**src/rtl/rxsd_pkg.sv**
```systemverilog
package rxsd_pkg;
    parameter int HIST_W = 16;
    parameter int BYTE_W = 8;
    parameter int NUM_PAT = 2;
    parameter logic [HIST_W-1:0] SYNC_WORD = 16'hC4D7;
    parameter logic [HIST_W-1:0] SYNT_WORD = ~SYNC_WORD;
endpackage

```
**src/rtl/rxsd_history.sv**
```systemverilog
module rxsd_history #(
    parameter int W = 16
) (
    input  logic         clk,
    input  logic         rst_n,
    input  logic         en,
    input  logic         valid,
    input  logic         bit_in,
    output logic [W-1:0] hist_nx,
    output logic         full_nx
);
    localparam int FW = $clog2(W + 1);
    localparam logic [FW-1:0] FULL = FW'(W);

    typedef struct packed {
        logic [W-1:0]  hist;
        logic [FW-1:0] fill;
    } hist_st_t;

    hist_st_t st_d, st_q;

    always_comb begin
        st_d = st_q;
        if (!en) begin
            st_d = '0;
        end else if (valid) begin
            st_d.hist = {st_q.hist[W-2:0], bit_in};
            if (st_q.fill != FULL) st_d.fill = st_q.fill + 1'b1;
        end
        hist_nx = st_d.hist;
        full_nx = (st_d.fill == FULL);
    end

    always_ff @(posedge clk or negedge rst_n) begin
        if (!rst_n) st_q <= '0;
        else        st_q <= st_d;
    end
endmodule

```
**src/rtl/rxsd_match.sv**
```systemverilog
module rxsd_match #(
    parameter int W = 16,
    parameter logic [W-1:0] PAT = '0
) (
    input  logic         clk,
    input  logic         rst_n,
    input  logic         en,
    input  logic         strobe,
    input  logic         gate,
    input  logic         rd,
    input  logic [W-1:0] hist_nx,
    input  logic         full_nx,
    output logic         hit,
    output logic         flag
);
    logic flag_d, flag_q;

    always_comb begin
        hit    = en && strobe && !gate && full_nx && (hist_nx == PAT);
        flag_d = flag_q;
        if (!en)       flag_d = 1'b0;
        else if (hit)  flag_d = 1'b1;
        else if (rd)   flag_d = 1'b0;
        flag = flag_q;
    end

    always_ff @(posedge clk or negedge rst_n) begin
        if (!rst_n) flag_q <= 1'b0;
        else        flag_q <= flag_d;
    end

    AST_SET_NEEDS_STROBE: assert property (@(posedge clk) disable iff (!rst_n)
        $rose(flag_q) |-> $past(strobe));
    AST_GATED_BY_CHK: assert property (@(posedge clk) disable iff (!rst_n)
        $rose(flag_q) |-> !$past(gate));
    AST_READ_CLEARS: assert property (@(posedge clk) disable iff (!rst_n)
        (rd && !strobe) |=> !flag_q);
    AST_DISABLE_CLEARS: assert property (@(posedge clk) disable iff (!rst_n)
        !en |=> !flag_q);
    AST_FRESH_HISTORY: assert property (@(posedge clk) disable iff (!rst_n)
        $rose(flag_q) |-> $past(full_nx));
endmodule

```
**src/rtl/rxsd_bytes.sv**
```systemverilog
module rxsd_bytes #(
    parameter int BW = 8
) (
    input  logic          clk,
    input  logic          rst_n,
    input  logic          en,
    input  logic          valid,
    input  logic          bit_in,
    input  logic          realign,
    output logic [BW-1:0] data
);
    localparam int CW = $clog2(BW);
    localparam logic [CW-1:0] LAST = CW'(BW - 1);

    typedef struct packed {
        logic [BW-1:0] sh;
        logic [CW-1:0] cnt;
        logic [BW-1:0] data;
    } byte_st_t;

    byte_st_t st_d, st_q;

    always_comb begin
        st_d = st_q;
        if (!en) begin
            st_d.cnt = '0;
        end else if (valid) begin
            st_d.sh = {st_q.sh[BW-2:0], bit_in};
            if (st_q.cnt == LAST) begin
                st_d.data = st_d.sh;
                st_d.cnt  = '0;
            end else begin
                st_d.cnt = st_q.cnt + 1'b1;
            end
            if (realign) st_d.cnt = '0;
        end
        data = st_q.data;
    end

    always_ff @(posedge clk or negedge rst_n) begin
        if (!rst_n) st_q <= '0;
        else        st_q <= st_d;
    end

    AST_DATA_HOLDS: assert property (@(posedge clk) disable iff (!rst_n)
        !valid |=> $stable(st_q.data));
    AST_COUNT_RANGE: assert property (@(posedge clk) disable iff (!rst_n)
        !en |=> (st_q.cnt == '0));
endmodule

```
**src/rtl/rx_sync_deser.sv**
```systemverilog
module rx_sync_deser
    import rxsd_pkg::*;
(
    input  logic       clk,
    input  logic       rst_n,
    input  logic       rx_enable,
    input  logic       bit_in,
    input  logic       bit_valid,
    input  logic       chk_active,
    input  logic       stat_rd,
    output logic [7:0] rx_data,
    output logic       sync_det,
    output logic       synt_det,
    output logic       irq
);
    localparam logic [NUM_PAT-1:0][HIST_W-1:0] PATS = {SYNT_WORD, SYNC_WORD};

    logic [HIST_W-1:0]  hist_nx;
    logic               full_nx;
    logic [NUM_PAT-1:0] hits;
    logic [NUM_PAT-1:0] flags;

    rxsd_history #(.W(HIST_W)) u_hist (
        .clk     (clk),
        .rst_n   (rst_n),
        .en      (rx_enable),
        .valid   (bit_valid),
        .bit_in  (bit_in),
        .hist_nx (hist_nx),
        .full_nx (full_nx)
    );

    for (genvar g = 0; g < NUM_PAT; g++) begin : g_pat
        rxsd_match #(.W(HIST_W), .PAT(PATS[g])) u_match (
            .clk     (clk),
            .rst_n   (rst_n),
            .en      (rx_enable),
            .strobe  (bit_valid),
            .gate    (chk_active),
            .rd      (stat_rd),
            .hist_nx (hist_nx),
            .full_nx (full_nx),
            .hit     (hits[g]),
            .flag    (flags[g])
        );
    end

    rxsd_bytes #(.BW(BYTE_W)) u_bytes (
        .clk     (clk),
        .rst_n   (rst_n),
        .en      (rx_enable),
        .valid   (bit_valid),
        .bit_in  (bit_in),
        .realign (|hits),
        .data    (rx_data)
    );

    always_comb begin
        sync_det = flags[0];
        synt_det = flags[1];
        irq      = |flags;
    end

    AST_WORDS_EXCLUSIVE: assert property (@(posedge clk) disable iff (!rst_n)
        !($rose(sync_det) && $rose(synt_det)));
    AST_FLAGS_HOLD_IDLE: assert property (@(posedge clk) disable iff (!rst_n)
        (!bit_valid && !stat_rd && rx_enable) |=> ($stable(sync_det) && $stable(synt_det)));
endmodule

```
**config.mk**
```make
export PLATFORM = sky130hd
export DESIGN_NAME = rx_sync_deser
export DESIGN_NICKNAME = d
export VERILOG_FILES = /design/src/rtl/rxsd_pkg.sv /design/src/rtl/rxsd_history.sv /design/src/rtl/rxsd_match.sv /design/src/rtl/rxsd_bytes.sv /design/src/rtl/rx_sync_deser.sv
export SDC_FILE = /design/constraint.sdc
export NUM_CORES = 1
export LEC_CHECK = 0
export BUFFER_PORTS_ARGS = -buffer_cell sky130_fd_sc_hd__buf_2
export CAP_MARGIN = 30
export CORE_ASPECT_RATIO = 1.25
export CORE_MARGIN = 5
export CORE_UTILIZATION = 46
export DETAILED_ROUTE_END_ITERATION = 16
export GPL_TIMING_DRIVEN = 0
export PLACE_DENSITY = 0.69
export SYNTH_ARGS = -nofsm -noshare
export SYNTH_HDL_FRONTEND = slang
export SYNTH_SLANG_ARGS = --single-unit
```
**constraint.sdc**
```tcl
create_clock -name clk -period 2 [get_ports clk]
set_clock_uncertainty 0.1 [all_clocks]
set_input_delay 0.4 -clock clk [delete_from_list [all_inputs] [get_ports clk]]
set_output_delay 0.4 -clock clk [all_outputs]
set_load 0.01 [all_outputs]
```
# [Yosys cells after proc, flatten, opt, wreduce, memory -nomap -nowiden]
# Index checks and enable logic that the tools add are counted.
[totals] ff_bits=41 in_bits=7 output_inout_bits=11 elab_cells=40
[classes] addsub=2 eq_ne=8 mux=13 reduce_logical=10
[op_table] operator="21-bit 2-to-1 mux" count=2
[op_table] operator="16-bit by 14-bit equality test with 1-bit output (second input constant)" count=1
[op_table] operator="16-bit equality test (second input constant)" count=1
[op_table] operator="11-bit 2-to-1 mux" count=1
[op_table] operator="3-bit 2-to-1 mux" count=3
[op_table] operator="8-bit 2-to-1 mux" count=1
[op_table] operator="3-bit by 1-bit != test with 1-bit output (second input constant)" count=2
[op_table] operator="5-bit by 1-bit adder with 5-bit output (second input constant)" count=1
[op_table] operator="5-bit equality test (second input constant)" count=1
[op_table] operator="1-bit logical AND" count=5
[op_table] operator="1-bit 2-to-1 mux" count=5
[op_table] operator="5-bit 2-to-1 mux" count=1
[op_table] operator="5-bit != test (second input constant)" count=1
[op_table] operator="2-bit OR reduction" count=2
[op_table] operator="3-bit by 1-bit adder with 3-bit output (second input constant)" count=1
[op_table] operator="3-bit equality test (second input constant)" count=1
[op_table] operator="3-bit AND reduction" count=1
[op_table] operator="2-bit by 1-bit != test with 1-bit output (second input constant)" count=1
[op_table] operator="2-bit AND reduction" count=1
[op_table] operator="1-bit logical NOT" count=1

# [Depth between registers and ports, before layout]
# Gate-level depths: netlist of run 1.
[depth] word_depth=11 mapped_depth=8 ltp_nobuf=7

# [Cells and area by module]
# Synthesis of run 1 repeated with hierarchy kept, for this count alone.
[hier_totals] cells_unflattened=184 area_unflattened_um2=2170.8
[by_module_without_submodules] module="rxsd_history" instances=1 cells_each=106 area_per_inst_um2=1161.1 seq_area_each_um2=525.5
[by_module_without_submodules] module="rxsd_bytes" instances=1 cells_each=56 area_per_inst_um2=788.3 seq_area_each_um2=450.4
[by_module_without_submodules] module="rxsd_match at g_pat[1].u_match" instances=1 cells_each=10 area_per_inst_um2=106.4 seq_area_each_um2=25.0
[by_module_without_submodules] module="rxsd_match at g_pat[0].u_match" instances=1 cells_each=10 area_per_inst_um2=102.6 seq_area_each_um2=25.0
[by_module_without_submodules] module="rx_sync_deser" instances=1 cells_each=2 area_per_inst_um2=12.5 seq_area_each_um2=0.0

# [Least setup slack after synthesis of run 1]
# OpenSTA, ideal clock, no wires.
[synth_timing] path_kind="flip-flop to flip-flop" start="register u_hist.st_q[0] (netlist bit)" end="register u_bytes.st_q[10] (netlist bit)" setup_ns=0.126 arrival_ns=1.952 required_time_ns=1.774 setup_slack_ns=-0.178 stages_incl_launch_ff=8 n_path_buf=0 synth_period_minus_slack_ns=2.178 cell_sequence="dfrtp_1 inv_1 ha_1 nand4bb_4 a211o_1 a2111oi_4 a21boi_1 a221o_1"
[synth_between] elab_chain_len=11 elab_cells_between_ends=13 classes_between="add/sub: 1; eq/ne: 2; mux: 6; reduce/logical: 4"
[synth_rtl] item="start, declared" line="rxsd_history.sv:20" text="hist_st_t st_d, st_q;"
[synth_rtl] item="start signal, assigned" line="rxsd_history.sv:36" text="else st_q <= st_d;"
[synth_rtl] item="5-bit by 1-bit adder with 5-bit output / 5-bit != test (equally long branches)" line="rxsd_history.sv:28" text="if (st_q.fill != FULL) st_d.fill = st_q.fill + 1'b1;"
[synth_rtl] item="5-bit 2-to-1 mux" line="rxsd_history.sv:28"
[synth_rtl] item="21-bit 2-to-1 mux (*)" line="rxsd_history.sv:26" text="end else if (valid) begin"
[synth_rtl] item="21-bit 2-to-1 mux (*)" line="rxsd_history.sv:24" text="if (!en) begin"
[synth_rtl] item="5-bit equality test (*)" line="rxsd_history.sv:31" text="full_nx = (st_d.fill == FULL);"
[synth_rtl] item="1-bit logical AND (*)" line="rxsd_match.sv:19" text="hit = en && strobe && !gate && full_nx && (hist_nx == PAT);"
[synth_rtl] item="1-bit logical AND" line="rxsd_match.sv:19"
[synth_rtl] item="2-bit OR reduction (*)" line="rx_sync_deser.sv:54" text=".realign (|hits),"
[synth_rtl] item="3-bit 2-to-1 mux (*)" line="rxsd_bytes.sv:35" text="if (realign) st_d.cnt = '0;"
[synth_rtl] item="11-bit 2-to-1 mux (*)" line="rxsd_bytes.sv:27" text="end else if (valid) begin"
[synth_rtl] item="3-bit 2-to-1 mux (*)" line="rxsd_bytes.sv:25" text="if (!en) begin"
[synth_rtl] item="end signal, assigned" line="rxsd_bytes.sv:42" text="else st_q <= st_d;"
[synth_rtl] item="end, declared" line="rxsd_bytes.sv:21" text="byte_st_t st_d, st_q;"
# Every way passes the cells marked *; elsewhere a longest branch is shown, timed or not. The select of a mux whose other input is x is not followed.
# A chain may end at the register's enable or synchronous reset.

# [Worst setup path in the final report of run 1]
[layout_timing] start="register u_hist.st_q[1] (netlist bit)" end="register u_bytes.st_q[8] (netlist bit)"
# The elaborated chain is that of the path after synthesis.

==> flow_summary_export.csv, run 1 <==
group,metric,value,unit
placement,dp_hpwl,3000,microns
worst_setup_path,worstReg2RegEnd,"u_bytes.st_q[8]",
route,drc,0,
worst_setup_path,cp.required,2.07,ns
route,ant_nets,0,
timing,hold_slack,0.129,ns
worst_setup_path,path_depth,8,
clocking,h-tree-depth,2,
logic_synthesis,synth-simple-area-share,18.1,%
worst_setup_path,crit_family,"compound AO/OA/AOI/OAI gates",
pwr,powerDensity,805,nW/um^2
logic_synthesis,synth_ff_type,"dfrtp_1",
timing,tns,-0.170,ns
logic_synthesis,synth_cell_types,43,
timing,worst_slew_pin_slew,0.881,ns
timing,maxSlewHeadroom,41.3,%
worst_setup_path,cp-startpoint,"u_hist.st_q[1]",
worst_setup_path,path_cells,"inv_2 > ha_4 > nand4bb_4 > a211o_1 > a2111oi_4 > buf_4 > a21boi_1 > a221o_1",
finish,area_growth,17.8,%
worst_setup_path,critPathMaxFanout,5,
floorplanning,die_area,6150,sq um
route,vias,1530,
placement,globalplace.congestion,0.841,
route,detail_route.wl_per_cell,14.9,microns
logic_synthesis,ys_ff_latch,41,
logic_synthesis,yosys_warnings,0,
grt,antenna_found_initial,0,
clocking,tritoncts,"done",
route,wirelength,4190,microns
logic_synthesis,synth_cells,192,
logic_synthesis,synth_area_per_cell,11.2,sq um
timing,slew_violations,0,
route,drtPass1Iterations,4,
pwr,p_leak,1.18,nW
clocking,cts_buffers,5,
logic_synthesis,synthAdderAreaFrac,2.33,%
worst_setup_path,worstSetupPathType,"reg2reg",
timing,period_share,103,%
logic_synthesis,yosysSeqAreaShare,47.7,%
logic_synthesis,synth_nets,203,
clocking,insertion_delay,0.28,ns
floorplanning,initial_core_util,48.2,%
timing,max_freq,483,MHz
finish,layout-drive-gt1-share,34.5,%
logic_synthesis,synthXorXnorAreaFrac,1.63,%
floorplanning,die_h,86.4,microns
clocking,root_buffer,"clkbuf_8",
timing,rsz0062_at_grt,"true",
worst_setup_path,endpoint,"u_bytes.st_q[8]",
logic_synthesis,synth_mux_area_share,13.7,%
grt,track_usage,14.8,%
worst_setup_path,r2r_setup_slack,-0.07,ns
grt,grt-ovfl-total,0,
route,vias_per_cell,5.44,
timing,hold_viol_final,0,
grt,grt_pass1_wl,7150,microns
placement,pre_cts_ws,-0.321,ns
worst_setup_path,slowest_delay,0.41,ns
floorplanning,die_x,71.1,microns
logic_synthesis,synth_area,2150,sq um
status,failed_checks,"negative setup slack",
clocking,clkSinkCount,41,
floorplanning,io_pins,18,
finish,nets,233,
worst_setup_path,worstPathArrival,2.14,ns
status,status,"finished with violations",
run,cap_viol_max_count,0,
placement,dp_cells,266,
clocking,clk_pin_slew_worst_paths,0.08,ns
floorplanning,core,4460,sq um
logic_synthesis,async_reset_ff_share,100,%
worst_setup_path,start_kind,"register",
grt,grt_pass1_vias,1474,
finish,final-instance-count-excl-fill,281,
placement,portBuffers,16,
worst_setup_path,cp_slowest_cell,"dfrtp_2",
logic_synthesis,synth_edf_count,0,
floorplanning,placementRows,27,
timing,period_needed,2.07,ns
hold_path,hp-class,"in2async",
pwr,vdd_ir_drop_max,590,uV
timing,worst_slack,-0.0698,ns
logic_synthesis,synth_compound_area_share,10.1,%
worst_setup_path,cp-end-kind,"register",
grt,grt_start_max_net_pins,42,
worst_setup_path,rr_worst_depth,8,
worst_setup_path,r2r-start,"u_hist.st_q[1]",
logic_synthesis,synth_top_family_by_area,"simple AND/OR/NAND/NOR gates",
route,drt_iter0_markers,56,
worst_setup_path,crit_buf_inv,2,
timing,finalSetupViolCount,3,
clocking,clockBufferDepth,2,
finish,num_antenna_cells,0,
[state kept, by name, summed over array words and instances (netlist names)]
| signal | cells |
|---|---|
| u_hist.st_q | 21 |
| u_bytes.data | 8 |
| u_bytes.st_q | 10 |
| g_pat.u_match.flag | 2 |
[layout make-up]
| type | count | area (sq um) |
|---|---|---|
| repair buffers | 23 | 133 |
| fillers | 409 | 1930 |
| inverters | 3 | 11.3 |
| plain buffers | 17 | 130 |
| clock buffers | 6 | 82.6 |
| multi-input cells | 131 | 1040 |
| flip-flops and latches | 41 | 1030 |
| clock inverters | 2 | 37.5 |
| well taps | 58 | 72.6 |
[placed cells by master, fill, tap and decap left out, types with 3 or more instances in the layout]
cell type / netlist / layout
mux2i_1: 11 / 11
nor2_1: 21 / 21
a221o_1: 3 / 3
nand2_1: 12 / 12
buf_2: 3 / 19
mux2_2: 15 / 15
nand2b_1: 7 / 7
buf_6: 2 / 3
and3_1: 4 / 4
nand4_1: 9 / 9
clkbuf_8: 1 / 7
a2111oi_4: 1 / 3
buf_4: 9 / 15
a21oi_1: 9 / 9
a21boi_1: 3 / 3
dfrtp_1: 41 / 39
[power breakdown]
| group | switching (W) | internal, W |
|---|---|---|
| Combinational | 0.000149 | 0.000205 |
| Sequential | 0.0000628 | 0.000936 |
| Clock | 0.000279 | 0.000406 |
[worst min-delay path by stage]
stage,endpoint,from
after floorplan,g_pat[0].u_match.flag,rst_n
after CTS,u_bytes.data[2],rst_n
after detailed placement,u_bytes.st_q[17],u_bytes.st_q[17]
final,u_bytes.data[1],rst_n
after global routing,u_bytes.data[1],rst_n
after global placement,u_bytes.data[7],u_bytes.st_q[17]
[cell usage after synthesis (all sizes together), types with 3 or more instances]
master   count  area share, %
dfrtp       41             48
nor2        21            3.7
mux2        16            8.6
buf         14            4.9
nand2       12            2.1
mux2i       11            5.1
a21oi        9            2.1
nand4        9            2.6
nand2b       7            2.0
and3         5            1.5
ha           4            2.3
a2111oi      3            2.7
a21boi       3            1.0
a221o        3            1.4
clkbuf       3           0.99
inv          3           0.52
[kinds of logic (layout without fill, tap and decap cells)]
kind of cell | after synthesis | count (layout)
muxes | 27 | 27
and+or+nand+nor | 70 | 70
adders and majority gates | 4 | 4
buffers and inverters | 20 | 51
xor gates and xnor gates | 4 | 4
DFF | 41 | 41
AOI/OAI and AO/OA | 26 | 26
[metal layers]
metal  global-route usage (%)  vias up  part of all wire, %
met5                        0        -                    0
met2                     25.3       30                   51
met3                     3.13        4                  3.2
met4                     4.10        0                 0.96
met1                     18.7      749                   45
li1                         -      747                    -
[per-stage QoR]
stage          utilization (%)  total power, W  instance area, sq um
2_1_floorplan                -         0.00125                  2200
3_3_place_gp              52.7         0.00135                  2350
3_5_place_dp              52.7         0.00136                  2350
4_1_cts                   56.3         0.00206                  2510
5_1_grt                   56.8         0.00215                  2530
6_report                  56.8         0.00204                  2530
[timing repair]
action	4_1_cts	5_1_grt
pin swaps	7	2
setup buffers	5	2
hold endpoints to repair	0	0
cloned	0	0
gates resized for setup	2	2
endpoints found under the setup margin	5	5
hold buffers	0	0
No activity file was read; power rests on OpenSTA's default activity.
==> run 2: changes to the inputs <==
- CORE_UTILIZATION: 46 -> 40
- PLACE_DENSITY: 0.69 -> 0.62
==> run 2 against run 1 <==
Against the previous run:
- critical path depth shrank 1
- via count shrank 0.39%
- clock-buffer cell count shrank 1
- cell count grew 1.1%
- fmax is essentially flat
- sequential power is essentially flat
- setup slack gained 0.00075 ns
- the flow still finishes with violations (negative setup slack)
- total power shrank 0.44%
- die area grew 13%
- critical path type unchanged
- flip-flop and latch count is the same
- register-to-register slack is essentially flat
==> flow_summary_export.csv, run 2 (same netlist as run 1, synthesis figures left out) <==
group,metric,value,unit
finish,nets,232,
grt,grt_pass1_wl,7540,microns
floorplanning,die_h,92.0,microns
finish,seq_area,1030,sq um
grt,antenna_found_initial,0,
route,wirelength,4370,microns
pwr,powerDensity,800,nW/um^2
worst_setup_path,cp-end-kind,"register",
placement,portBuffers,16,
worst_setup_path,path_cells,"inv_2 > ha_4 > nand4bb_4 > a211o_1 > a2111oi_4 > a21boi_1 > a221o_1",
timing,worst_slack,-0.0690,ns
pwr,vdd_ir_drop_max,314,uV
grt,grt-ovfl-total,0,
worst_setup_path,cp_slowest_cell,"dfrtp_2",
route,vias_per_cell,5.37,
worst_setup_path,cp.required,2.09,ns
worst_setup_path,worstPathArrival,2.16,ns
hold_path,hold_path_end,"g_pat[1].u_match.flag",
worst_setup_path,start_kind,"register",
worst_setup_path,slowest_delay,0.42,ns
placement,dp_cells,270,
worst_setup_path,worstSetupPathType,"reg2reg",
floorplanning,io_pins,18,
clocking,h-tree-depth,2,
route,met3_length,204,microns
timing,rsz0062_at_grt,"true",
grt,grt_pass1_vias,1525,
route,drtPass1Iterations,4,
timing,worst_slew_pin_slew,0.511,ns
pwr,p_leak,1.18,nW
run,cap_viol_max_count,0,
finish,largest_reg_flops,21,
route,highest_layer,"met4",
status,failed_checks,"negative setup slack",
floorplanning,die_x,75.6,microns
worst_setup_path,r2r-start,"u_hist.st_q[1]",
route,ant_nets,0,
clocking,tritoncts,"done",
worst_setup_path,worstReg2RegEnd,"u_bytes.st_q[9]",
clocking,clkSinkCount,41,
route,drt_iter0_markers,67,
floorplanning,initial_core_util,41.7,%
timing,max_freq,483,MHz
clocking,clockBufferDepth,2,
placement,dp_hpwl,3080,microns
finish,area_growth,17.9,%
finish,num_antenna_cells,0,
worst_setup_path,rr_worst_depth,7,
route,wl_met1,1950,microns
floorplanning,placementRows,29,
clocking,root_buffer,"clkbuf_8",
timing,period_needed,2.07,ns
grt,track_usage,13.9,%
hold_path,hp-class,"in2reg",
route,met2WireLength,2170,microns
clocking,cts_buffers,5,
timing,slew_violations,0,
floorplanning,core,5150,sq um
finish,layout-drive-gt1-share,33.3,%
status,status,"finished with violations",
route,drc,0,
hold_path,min_delay_path_depth,3,
timing,period_share,103,%
finish,n_fill_cell,476,
timing,maxSlewHeadroom,65.9,%
timing,finalSetupViolCount,3,
finish,final_common_cell,"dfrtp_1",
route,vias,1524,
timing,hold_viol_final,0,
placement,globalplace.congestion,0.813,
hold_path,hold_start,"stat_rd",
finish,multi_input_area,1030,sq um
finish,final-instance-count-excl-fill,284,
clocking,clk_pin_slew_worst_paths,0.09,ns
worst_setup_path,r2r_setup_slack,-0.07,ns
finish,mostFrequentLayoutCells,"dfrtp_1, nor2_1, buf_2",
clocking,insertion_delay,0.30,ns
route,detail_route.wl_per_cell,15.4,microns
finish,largest_register,"u_hist.st_q",
placement,pre_cts_ws,-0.292,ns
floorplanning,die_area,6950,sq um
worst_setup_path,critPathMaxFanout,5,
grt,grt_start_max_net_pins,42,
[run 2: worst max-delay path by stage]
stage	startpoint	endpoint	slack (ns)	cells after the start
2_1_floorplan	u_hist.st_q[0]	u_bytes.st_q[10]	-0.01	7
3_3_place_gp	rx_enable	u_bytes.st_q[10]	-0.27	7
3_5_place_dp	rx_enable	u_bytes.st_q[10]	-0.29	7
4_1_cts	u_hist.st_q[1]	u_bytes.st_q[8]	-0.12	7
5_1_grt	u_hist.st_q[1]	u_bytes.st_q[9]	-0.19	7
6_report	u_hist.st_q[1]	u_bytes.st_q[9]	-0.07	7
[run 2: critical path: cells and delay by family (launching register included)]
family	cells	cell delay (ns)
adder cells (fa/ha/maj)	1	0.14
buffers and inverters	1	0.07
AND/OR/NAND/NOR	1	0.11
AO/OA/AOI/OAI	4	1.10
flip-flops	1	0.42
[run 2: report_power, final]
| group | total (W) | internal (W) | switching, W | leakage (nW) |
|---|---|---|---|---|
| sequential | 0.000999 | 0.000936 | 0.0000635 | 0.549 |
| clock | 0.000679 | 0.000374 | 0.000306 | 0.0543 |
| combinational | 0.000350 | 0.000203 | 0.000147 | 0.573 |
[run 2: repair_timing]
item | in CTS | in global routing
hold buffers | 0 | 1
setup endpoints to repair | 5 | 5
buffers inserted | 4 | 0
pin swaps | 6 | 3
gates cloned | 0 | 0
hold endpoints to repair | 0 | 14
gates resized for setup | 2 | 1
[run 2: through the flow]
| step | power (W) | hold WS, ns | TNS (ns) | util, % | instance area (sq um) |
|---|---|---|---|---|---|
| floorplan | 0.00125 | 0.00441 | -0.0346 | - | 2200 |
| global placement | 0.00135 | 0.389 | -0.850 | 45.7 | 2350 |
| detailed placement | 0.00136 | 0.393 | -0.931 | 45.7 | 2350 |
| CTS | 0.00205 | 0.174 | -0.408 | 48.5 | 2500 |
| global route | 0.00214 | 0.297 | -0.694 | 49.2 | 2530 |
| finish | 0.00203 | 0.281 | -0.197 | 49.2 | 2530 |
[run 2: routing by layer]
| layer | track usage [%] | vias up |
|---|---|---|
| li1 | - | 743 |
| met1 | 18.7 | 740 |
| met2 | 22.5 | 35 |
| met3 | 3.17 | 6 |
| met4 | 3.50 | 0 |
| met5 | 0 | - |
[run 2: cell type report]
type / count / area share [%]
Clock buffer: 5 / 2.71
Buffer: 17 / 5.13
Tap cell: 62 / 3.06
Inverter: 3 / 0.444
Multi-Input combinational cell: 131 / 40.7
Sequential cell: 41 / 40.6
Timing Repair Buffer: 22 / 5.53
Clock inverter: 3 / 1.83
==> run 3: changes to the inputs <==
- SKIP_LAST_GASP: default -> 1
==> run 3 against run 2 <==
Against the previous run:
- the run still ends with negative setup slack left
- clock-buffer cell count did not move
- via count fell by 0.39%
- global-route usage did not move
- flip-flop and latch count did not move
- fmax barely moved
- die area did not move
- critical path depth did not move
- sequential share of layout area rose by 0.060 points
- critical path type unchanged
- critical endpoint unchanged
- largest cell class is now sequential cells
- highest routed layer unchanged
==> flow_summary_export.csv, run 3 (same netlist as run 1, synthesis figures left out) <==
group,metric,value,unit
pwr,p_comb_share,17.3,%
finish,final_area,2530,sq um
clocking,root_buffer,"clkbuf_8",
worst_setup_path,cp-end-kind,"register",
finish,multi_input_area,1030,sq um
route,vias_per_cell,5.35,
pwr,p_sw,0.000515,W
grt,grt_pass1_vias,1525,
placement,globalplace.congestion,0.813,
placement,portBuffers,16,
pwr,powerDensity,801,nW/um^2
finish,largest_reg_flops,21,
worst_setup_path,worstSetupPathType,"reg2reg",
clocking,tritoncts,"done",
timing,maxSlewHeadroom,66.8,%
pwr,intPower,0.00151,W
floorplanning,die_h,92.0,microns
finish,mostFrequentLayoutCells,"dfrtp_1, nor2_1, buf_2",
placement,dp_hpwl,3080,microns
pwr,p_leak,1.18,nW
clocking,clkSinkCount,41,
finish,n_fill_cell,478,
pwr,power.total,0.00203,W
route,drc,0,
placement,pre_cts_ws,-0.292,ns
timing,period_share,103,%
floorplanning,initial_core_util,41.7,%
pwr,seqPwrFrac,49.3,%
finish,num_antenna_cells,0,
timing,tns,-0.198,ns
timing,period_needed,2.07,ns
floorplanning,placementRows,29,
timing,worst_slew_pin_slew,0.498,ns
clocking,insertion_delay,0.29,ns
floorplanning,die_x,75.6,microns
finish,area_growth,17.8,%
timing,max_freq,483,MHz
route,ant_nets,0,
floorplanning,core,5150,sq um
worst_setup_path,worstPathArrival,2.15,ns
route,wirelength,4380,microns
grt,grt_start_max_net_pins,42,
finish,seq_area,1030,sq um
finish,final_common_cell,"dfrtp_1",
worst_setup_path,cp.required,2.09,ns
route,drtPass1Iterations,4,
floorplanning,io_pins,18,
worst_setup_path,start_kind,"register",
grt,track_usage,13.9,%
grt,grt_pass1_wl,7540,microns
route,detail_route.wl_per_cell,15.4,microns
pwr,vdd_ir_drop_max,314,uV
clocking,h-tree-depth,2,
pwr,swShare,25.4,%
placement,dp_cells,270,
timing,hold_viol_final,0,
timing,worst_slack,-0.0686,ns
route,vias,1518,
clocking,clockBufferDepth,2,
timing,slew_violations,0,
grt,grt-ovfl-total,0,
run,cap_viol_max_count,0,
timing,finalSetupViolCount,3,
status,failed_checks,"negative setup slack",
clocking,clk_pin_slew_worst_paths,0.09,ns
floorplanning,die_area,6950,sq um
finish,final-instance-count-excl-fill,284,
status,status,"finished with violations",
finish,layout-drive-gt1-share,32.9,%
finish,nets,232,
timing,rsz0062_at_grt,"true",
route,drt_iter0_markers,59,
grt,antenna_found_initial,0,
placement,place_area,2350,sq um
finish,largest_register,"u_hist.st_q",
pwr,clkPwrFrac,33.5,%
hold_path,hp-class,"in2reg",
clocking,cts_buffers,5,
worst_setup_path,critPathMaxFanout,5,
[run 3: cell counts in the layout (fill, tap and decap cells not counted)]
No cell type changed its count.
[run 3: worst paths after layout]
check / startpoint / endpoint / slack (ns) / depth (start not counted)
min: stat_rd / g_pat[0].u_match.flag / 0.27 / 3
max in group asynchronous: rst_n / u_hist.st_q[6] / 0.89 / 3
min in group asynchronous: rst_n / u_hist.st_q[3] / 0.45 / 2
min reg2reg: u_bytes.data[2] / u_bytes.data[2] / 0.41 / 1
max reg2reg: u_hist.st_q[1] / u_bytes.st_q[9] / -0.07 / 7
max: u_hist.st_q[1] / u_bytes.st_q[9] / -0.07 / 7
[run 3: power by group through the flow]
stage          logic (W)  clock network, W  registers (W)
5_1_grt         0.000394          0.000730        0.00102
3_5_place_dp    0.000337                 0        0.00102
4_1_cts         0.000350          0.000702        0.00100
2_1_floorplan   0.000252                 0        0.00100
3_3_place_gp    0.000331                 0        0.00102
6_report        0.000350          0.000679        0.00100
[run 3: stage by stage]
step / hold slack [ns] / util (%)
finish: 0.273 / 49.1
global route: 0.298 / 49.1
CTS: 0.174 / 48.5
detailed placement: 0.393 / 45.7
global placement: 0.389 / 45.7
floorplan: 0.00441 / -
[run 3: routing by layer]
layer	wire length, microns	vias up	global-route usage (%)	part of all wire [%]
met5	0	-	0	0
met3	163	7	3.17	3.7
met4	65	0	3.50	1.5
met1	2000	740	18.7	46
li1	-	745	-	-
met2	2140	26	22.5	49
[run 3: area by class of cell]
type / count / share of cell area (%)
clock inverter: 3 / 1.83
inverter: 3 / 0.445
timing repair buffer: 22 / 5.54
clock buffer: 5 / 2.72
multi-input combinational: 131 / 40.6
buffer: 17 / 5.14
tap: 62 / 3.06
sequential: 41 / 40.6
[run 3: worst max-delay path: stages, from the launching register on]
cell and delay [ns]:
dfrtp_2 0.42, inv_2 0.07, ha_4 0.14, nand4bb_4 0.11
a211o_1 0.30, a2111oi_4 0.42, a21boi_1 0.11, a221o_1 0.27
[run 3: repair_timing]
| action | CTS | global route |
|---|---|---|
| setup endpoints to repair | 5 | 5 |
| buffers inserted | 4 | 0 |
| endpoints found under the hold margin | 0 | 14 |
| pin swaps | 6 | 3 |
| gates resized for setup | 2 | 0 |
| hold buffers | 0 | 1 |
